$ cat src/rtl/sys_reset_gen.sv
module sys_reset_gen #(
  parameter int POR_CYCLES       = 5_000_000,
  parameter int BTN_DELAY_CYCLES = 25_000_000,
  parameter int STRETCH_CYCLES   = 64
) (
  input  logic clk,
  input  logic pwr_ok,
  input  logic btn_press,
  input  logic sw_soft_req,
  input  logic sw_int2_clr,
  input  logic sw_io_wr,
  input  logic sw_io_val,
  output logic cpu_hard_rst,
  output logic cpu_soft_rst,
  output logic cpu_int2,
  output logic sys_rst_n,
  output logic io_rst_n
);
  localparam int MAXC = (BTN_DELAY_CYCLES > STRETCH_CYCLES) ? BTN_DELAY_CYCLES : STRETCH_CYCLES;
  localparam int CW   = $clog2(MAXC + 1);
  localparam int PW   = $clog2(POR_CYCLES + 1);

  typedef enum logic [1:0] {S_IDLE, S_WAIT, S_HOLD} st_t;

  logic          por_act;
  logic [PW-1:0] por_cnt;
  logic          btn_q;
  st_t           st;
  logic [CW-1:0] cnt;
  logic          int2_q;
  logic          io_q;

  wire btn_rise = btn_press & ~btn_q;

  always_ff @(posedge clk or negedge pwr_ok) begin
    if (!pwr_ok) begin
      por_act <= 1'b1;
      por_cnt <= '0;
    end else if (por_act) begin
      if (por_cnt == PW'(POR_CYCLES - 1)) por_act <= 1'b0;
      else                                 por_cnt <= por_cnt + 1'b1;
    end
  end

  always_ff @(posedge clk or negedge pwr_ok) begin
    if (!pwr_ok) btn_q <= 1'b0;
    else         btn_q <= btn_press;
  end

  always_ff @(posedge clk or negedge pwr_ok) begin
    if (!pwr_ok) begin
      st     <= S_IDLE;
      cnt    <= '0;
      int2_q <= 1'b0;
    end else begin
      if (sw_int2_clr) int2_q <= 1'b0;
      case (st)
        S_IDLE: begin
          if (!por_act) begin
            if (btn_rise) begin
              st     <= S_WAIT;
              cnt    <= '0;
              int2_q <= 1'b1;
            end else if (sw_soft_req) begin
              st  <= S_HOLD;
              cnt <= '0;
            end
          end
        end
        S_WAIT: begin
          if (cnt == CW'(BTN_DELAY_CYCLES - 1)) begin
            st     <= S_HOLD;
            cnt    <= '0;
            int2_q <= 1'b0;
          end else begin
            cnt <= cnt + 1'b1;
          end
        end
        S_HOLD: begin
          if (cnt == CW'(STRETCH_CYCLES - 1)) begin
            st  <= S_IDLE;
            cnt <= '0;
          end else begin
            cnt <= cnt + 1'b1;
          end
        end
        default: st <= S_IDLE;
      endcase
    end
  end

  always_ff @(posedge clk or negedge pwr_ok) begin
    if (!pwr_ok)        io_q <= 1'b0;
    else if (!sys_rst_n) io_q <= 1'b0;
    else if (sw_io_wr)  io_q <= sw_io_val;
  end

  assign cpu_hard_rst = por_act;
  assign cpu_soft_rst = (st == S_HOLD);
  assign cpu_int2     = int2_q;
  assign sys_rst_n    = ~(por_act | cpu_soft_rst);
  assign io_rst_n     = io_q & sys_rst_n;
endmodule

$ cat config.mk
export PLATFORM = sky130hd
export DESIGN_NAME = sys_reset_gen
export DESIGN_NICKNAME = d
export VERILOG_FILES = /design/src/rtl/sys_reset_gen.sv
export SDC_FILE = /design/constraint.sdc
export NUM_CORES = 1
export LEC_CHECK = 0
export ABC_AREA = 1
export BUFFER_PORTS_ARGS = -buffer_cell sky130_fd_sc_hd__buf_2
export CAP_MARGIN = 10
export CORE_AREA = 2 2 99 101
export DETAILED_ROUTE_END_ITERATION = 7
export DIE_AREA = 0 0 101 103
export PLACE_DENSITY = 0.56
export SYNTH_ARGS = -nofsm -noshare
export SYNTH_HDL_FRONTEND = slang
export SYNTH_SLANG_ARGS = --single-unit
export TNS_END_PERCENT = 100
$ cat constraint.sdc
create_clock -name clk -period 2.3 [get_ports clk]
set_input_delay 0.23 -clock clk [delete_from_list [all_inputs] [get_ports clk]]
set_output_delay 0.23 -clock clk [all_outputs]
set_load 0.02 [all_outputs]
### Word level (Yosys, flattened, before mapping)

Index checks and enable logic that the tools add are counted.

* add/subtract/negate cells: 2
* eq/ne operators: 9
* multiplexer cells: 21
* bitwise gates (word level): 6
* reduce and logical (&&, ||, !) cells: 6

Operator list (number)
* 2-to-1 mux 25 bit: 5
* one-hot mux 25 bit (3 select lines): 1
* adder 25 x 1 -> 25 bit, second input constant: 1
* == test 25 bit, second input constant: 1
* == test 25 x 6 -> 1 bit, second input constant: 1
* adder 23 x 1 -> 23 bit, second input constant: 1
* == test 23 bit, second input constant: 1
* 2-to-1 mux 2 bit: 5
* 2-to-1 mux 1 bit: 8
* one-hot mux 2 bit (3 select lines): 1
* != test 2 bit, second input constant: 2
* AND reduction 4 bit: 1
* != test 3 bit, second input constant: 1
* NOT 1 bit: 3
* AND reduction 3 bit: 1
* nonzero test 3 bit: 1
* bitwise AND 1 bit: 2
* == test 2 x 1 -> 1 bit, second input constant: 1
* == test 2 bit, second input constant: 1
* zero test 2 bit: 1
* != test 2 x 1 -> 1 bit, second input constant: 1
* one-hot mux 1 bit (2 select lines): 1
* AND reduction 2 bit: 1
* nonzero test 2 bit: 1
* OR 1 bit: 1

* bits in registers: 54
* output and inout port bits: 5
* logic and storage cells: 51

### Longest topological paths before layout

Gate-level depths: netlist (run 1).

* word-level depth: 5
* gate-level depth with buffers: 11
* mapped depth without buffers: 11

### Least setup slack after synthesis (run 1)

OpenSTA, ideal clock, no wires.

* path kind: reg-to-reg
* start point: register st[0]
* end point: register cnt[6]
* setup time: 0.123 ns
* arrival: 1.529 ns
* slack: 0.648 ns
* stages on the path, launching flop included: 10
* path buffers: 1
* clock period less this slack: 1.652 ns
* cell sequence: dfrtp_1 inv_1 ha_1 o21a_1 nand2_4 inv_2 buf_6 nand2_1 xor2_1 a21oi_2

* word-level cells in the longest chain between the ends: 3

RTL lines
* from (decl): line 28 `st_t st;`
* from (signal assigned): line 52 `st <= S_IDLE;`
* from (signal assigned): line 61 `st <= S_WAIT;`
* from (signal assigned): line 65 `st <= S_HOLD;`
* == test 2 bit (tied with other cells): line 57 `case (st)`
* nonzero test 3 bit (no source line) (tied with other cells)
* AND reduction 3 bit (no source line)
* to (signal assigned): line 76 `cnt <= cnt + 1'b1;`
* to (signal assigned): line 84 `cnt <= cnt + 1'b1;`
* to (decl): line 29 `logic [CW-1:0] cnt;`

Parallel ways exist; a longest one is shown, timed or not.
A chain may end at the register's enable or synchronous reset.

### Worst setup path after layout (run 1)

* start point: register st[0]
* end point: register cnt[13]

Same word-level chain as after synthesis.

==> flow_metrics.tcl, run 1 <==
set metrics [dict create \
    outcome "finished, final reports clean" \
    num_rows 36 \
    drv_slew 0 \
    p_clk_frac 0.258 \
    hpwl_um 6164 \
    crit_fanout 19 \
    coreArea_sq_um 9459 \
    clock_skew_ps 5.773 \
    seqPwrFrac 0.410 \
    period_needed_ps 1961 \
    leakage_nw 1.866 \
    cpMaxStageDelayCell "ha_1" \
    root_buffer "clkbuf_8" \
    synth_area_leaders "dfrtp_1 (37%), nand2_1 (19%), nor2_1 (6.0%)" \
    grt_use_met3 0.02169 \
    htree_levels 2 \
    ant_nets 0 \
    numCtsBuffers 5 \
    critPathArrivalTime_ps 2200 \
    whs_ps 39.94 \
    synth_warnings 0 \
    setup_slack_ps 338.8 \
    dpl_worst_slack_ps 337.4 \
    synth_edf_count 0 \
    grt-ovfl-total 0 \
    detail_route.iter0.violations 86 \
    p_int_mw 1.535 \
    cts_tree "done" \
    cts-resized-gates 0 \
    ys.flop_type "dfrtp_1" \
    vdd_drop_max_mv 0.2577 \
    cts_hold_buf 0 \
    p_comb_frac 0.333 \
    grt_use_met1 0.1970 \
    nFillCells 1006 \
    grt_use_total 0.1651 \
    insertion_delay_ps 300 \
    die_h_um 103 \
    routed_wl_um 8153 \
    switchingPower_mw 0.9561 \
    tns_ps 0 \
    busiest_layer "met2" \
    via_per_inst 4.888 \
    layout.nets 547 \
    grt_first_pass_wirelength_um 13740 \
    grt_use_met2 0.3108 \
    multi_input_area_sq_um 1977 \
    rsz0062_at_grt "false" \
    drive_gt1_frac 0.09720 \
    hold_violations 0 \
    seq_area_frac_synth 0.3725 \
    drc 0 \
    startpoint_type "register" \
    end_kind "register" \
    cts_setup_buffers 0 \
    path_cells "inv_1 -> ha_1 -> o21a_1 -> nand2_4 -> inv_2 -> nand3_1 -> xor2_1 -> a21oi_2" \
    required_ps 2540 \
    syn_inst 521 \
    max-slew-margin-rel 0.5198 \
    start_util 0.3839 \
    critical_path.max_stage_delay_ps 400 \
    yosysUniqueCellTypes 34 \
    finish.utilization 0.4111 \
    finalSetupViolations 0 \
    total_power_mw 2.491 \
    syn_to_final_growth_pct 7.099 \
    stdcell_area_sq_um 3889 \
    synthArstFlopShare 1.000 \
    die-width_um 101 \
    synth_seq_cells 54 \
    pin_count 12 \
    clock-sinks 54 \
    diodes 0 \
    synth_top_area_share 0.3653 \
    clk_transition_reported_paths_ps 100 \
    grt_pass1_vias 3002 \
    wire_per_inst_um 12.56 \
    antenna_found_initial 0 \
    min_path_type "in2reg" \
    layout_common_cells "nand2_1 (188), nor2_1 (58), inv_1 (55), dfrtp_1 (53), nand3_1 (39)" \
    dpl.cell_count 641 \
    gp_congestion 0.8360 \
    p_sw_frac 0.3838 \
    placed_cell_area_sq_um 3779 \
    grt_max_degree 55 \
    die_area_sq_um 10400 \
    path_class "reg2reg" \
    syn_area_sq_um 3631 \
    avgSynthCellArea_sq_um 6.969 \
    final_common_cell "nand2_1" \
    period_share 0.8527 \
    syn-num-nets 534 \
    synth.largest_area_cell "dfrtp_1" \
    drt_first_pass_iters 5 \
    p_per_area_nw_per_um2 640.6 \
    seq_area_sq_um 1353 \
    instances_no_fill 649 \
    numPortBuffers 11 \
    vias 3172 \
    clockBufferDepth 2 \
    tightest_slew_ps 720.2 \
    cap_violations 0 \
    fmax_mhz 509.9 \
]
-- registers in the layout, indices dropped and copies added, names as in the netlist --
name and count:
io_q 1, cpu_hard_rst 1, btn_q 1, por_cnt 23
st 2, cnt 25, cpu_int2 1
-- power groups by stage --
stage               logic [mW]  registers [mW]  clock network [mW]
floorplan                0.684            1.04                   0
global placement         0.825            1.04                   0
detailed placement       0.846            1.04                   0
CTS                      0.846            1.02               0.682
global route             0.936            1.03               0.709
finish                   0.829            1.02               0.642
-- cell type report --
cell class                 instances  share of cell area
multi-input combinational        399              0.5084
inverter                          59             0.05695
clock inverter                     2            0.009653
clock buffer                       6             0.01866
timing repair buffer              15             0.02188
sequential                        54              0.3478
tap                              114             0.03668
-- per-layer routing --
metal,vias up,wire length [um]
li1,1660,-
met1,1466,3742
met2,31,4082
met3,15,161
met4,0,167
met5,-,0
-- synth_stat cells, drive strengths merged, types with 2 or more instances --
cell type / number
nor2: 65
nor3b: 2
dfrtp: 53
nand3: 40
o21ai: 17
buf: 9
nand2: 195
ha: 6
o21a: 2
xnor2: 10
a21oi: 14
nand4: 11
nor3: 8
inv: 59
xor2: 17
nand3b: 6
-- worst paths after layout --
path                                         from                     end  slack [ps]  depth (start not counted)
max                             st[0]$_DFFE_PN0P_     cnt[13]$_DFFE_PN0P_         340                          8
min                                     btn_press         btn_q$_DFF_PN0_          40                          1
max reg2reg                     st[0]$_DFFE_PN0P_     cnt[13]$_DFFE_PN0P_         340                          8
min reg2reg                por_cnt[1]$_DFFE_PN0P_  por_cnt[1]$_DFFE_PN0P_         520                          2
max in group asynchronous                  pwr_ok      cnt[0]$_DFFE_PN0P_        1770                          2
min in group asynchronous                  pwr_ok     cnt[14]$_DFFE_PN0P_          60                          2
-- worst max-delay path, delay by kind of cell, from the launching register on --
| kind | cells | cell delay, ps |
|---|---|---|
| adder cells (fa/ha/maj) | 1 | 400 |
| XOR/XNOR | 1 | 170 |
| buffers and inverters | 2 | 350 |
| flip-flops | 1 | 380 |
| AO/OA/AOI/OAI | 2 | 300 |
| AND/OR/NAND/NOR | 2 | 280 |
-- cell families after synthesis --
logic type               after synthesis  share of synthesized area
adder cells (fa/ha/maj)                6                    0.02067
XOR/XNOR                              27                    0.06513
buffers and inverters                 68                    0.08304
AND/OR/NAND/NOR                      327                     0.3884
AO/OA/AOI/OAI                         39                    0.07030
flip-flops                            54                     0.3725
Note: power is estimated with default switching activity, not from simulation.
==> inputs of run 2 (changes only) <==
CAP_MARGIN = unset   (was 10)
clock period = 2.1 ns   (was 2.3 ns; I/O delays follow)
==> run 2 against run 1 <==
Net effect: sequential share of layout area down 0.27 points; total power rose by 11%; register-to-register slack got worse by 140 ps; via count grew 0.91%; setup slack worse by 140 ps; maximum frequency is 3.3% higher; flip-flop and latch count did not move; count of clock-buffer cells in the layout unchanged; non-clock buffer count is 2 higher; die area unchanged; largest power group unchanged; first-iteration DRC count decreased by 7.0%.
==> flow_metrics.tcl, run 2 (synthesized netlist as in run 1, its figures left out) <==
set metrics [dict create \
    cts-resized-gates 0 \
    switchingPower_mw 1.072 \
    reg2reg_depth 8 \
    pin_count 12 \
    clockBufferDepth 2 \
    p_sw_frac 0.3861 \
    reg2reg_slack_ps 200 \
    root_buffer "clkbuf_8" \
    p_clk_frac 0.258 \
    wl_met3_um 165 \
    grt_max_degree 31 \
    insertion_delay_ps 310 \
    startpoint_type "register" \
    critPathArrivalTime_ps 2130 \
    hpwl_um 6305 \
    ant_nets 0 \
    tns_ps 0 \
    syn_to_final_growth_pct 7.926 \
    period_share 0.9039 \
    largest_reg_flops 25 \
    wire_per_inst_um 12.60 \
    clock-sinks 54 \
    coreArea_sq_um 9459 \
    cts_tree "done" \
    tightest_slew_ps 586.9 \
    period_needed_ps 1898 \
    crit_path_end "cnt[3]$_DFFE_PN0P_" \
    numPortBuffers 11 \
    vdd_drop_max_mv 0.2573 \
    max-slew-margin-rel 0.6087 \
    diodes 0 \
    htree_levels 2 \
    grt_first_pass_wirelength_um 13590 \
    start_util 0.3839 \
    top_register "cnt" \
    numCtsBuffers 5 \
    dpl_worst_slack_ps 220.4 \
    drc 0 \
    rsz0062_at_grt "false" \
    num_rows 36 \
    cts_hold_buf 1 \
    total_power_mw 2.775 \
    via_per_inst 4.917 \
    layout_common_cells "nand2_1 (188), nor2_1 (58), inv_1 (55), dfrtp_1 (53), nand3_1 (39)" \
    finalSetupViolations 0 \
    dpl.cell_count 642 \
    grt-ovfl-total 0 \
    layout.nets 549 \
    required_ps 2340 \
    outcome "finished, final reports clean" \
    detail_route.iter0.violations 80 \
    reg_top3 "cnt (25), por_cnt (23), st (2)" \
    path_class "reg2reg" \
    fmax_mhz 526.8 \
    grt_pass1_vias 2980 \
    grt_use_total 0.1643 \
    cap_violations 0 \
    cts_setup_buffers 0 \
    drt_first_pass_iters 5 \
    p_comb_frac 0.339 \
    instances_no_fill 651 \
    min_path_type "in2reg" \
    drv_slew 0 \
    m1WireLength_um 3692 \
    end_kind "register" \
    gp_congestion 0.8477 \
    p_int_mw 1.704 \
    die-width_um 101 \
    seqPwrFrac 0.403 \
    wl_met2_um 4182 \
    routed_wl_um 8201 \
    highest_layer "met4" \
    p_per_area_nw_per_um2 708.2 \
    antenna_found_initial 0 \
    clock_skew_ps 9.668 \
    final_common_cell "nand2_1" \
    timing.rr.start "st[0]$_DFFE_PN0P_" \
    setup_slack_ps 201.8 \
    die_area_sq_um 10400 \
    r2r_end "cnt[3]$_DFFE_PN0P_" \
    die_h_um 103 \
    startpoint "st[0]$_DFFE_PN0P_" \
    vias 3201 \
    crit_fanout 19 \
    hold_violations 0 \
    whs_ps 11.81 \
    clk_transition_reported_paths_ps 100 \
    leakage_nw 1.879 \
    drive_gt1_frac 0.09870 \
]
-- run 2: worst min path at each step --
stage / start / end / cells after the start
finish: btn_press / btn_q$_DFF_PN0_ / 1
global route: btn_press / btn_q$_DFF_PN0_ / 1
CTS: btn_press / btn_q$_DFF_PN0_ / 1
detailed placement: pwr_ok / cnt[14]$_DFFE_PN0P_ / 1
global placement: pwr_ok / cnt[14]$_DFFE_PN0P_ / 1
floorplan: pwr_ok / btn_q$_DFF_PN0_ / 0
-- run 2: power groups by stage --
| stage | sequential, mW | combinational, mW | clock (mW) |
|---|---|---|---|
| 2_1_floorplan | 1.14 | 0.749 | 0 |
| 3_3_place_gp | 1.14 | 0.942 | 0 |
| 3_5_place_dp | 1.14 | 0.956 | 0 |
| 4_1_cts | 1.12 | 0.957 | 0.738 |
| 5_1_grt | 1.12 | 1.04 | 0.775 |
| 6_report | 1.12 | 0.941 | 0.715 |
-- run 2: stage by stage --
step	util	cell area, sq um
floorplan	-	3631
global placement	0.4016	3799
global route	0.4143	3919
detailed placement	0.4016	3799
CTS	0.4143	3919
finish	0.4143	3919
-- run 2: final cells by class --
type                    instances  area, sq um
fillers                       986         5540
multi-input cells             399         1977
flip-flops and latches         54         1353
inverters                      59        221.5
well taps                     114        142.6
repair buffers                 17        115.1
clock buffers                   6        72.57
clock inverters                 2        37.54
-- run 2: per-layer routing --
| layer | track usage | vias up |
|---|---|---|
| li1 | - | 1664 |
| met1 | 0.1961 | 1492 |
| met2 | 0.3041 | 28 |
| met3 | 0.02576 | 17 |
| met4 | 0.05094 | 0 |
| met5 | 0 | - |
-- run 2: worst max-delay path: stages, from the launching register on --
cell and delay (ps):
dfrtp_1 380, inv_1 70, ha_1 400, o21a_1 200, nand2_4 160, inv_2 230
nand2_1 100, xor2_1 150, a21oi_1 120
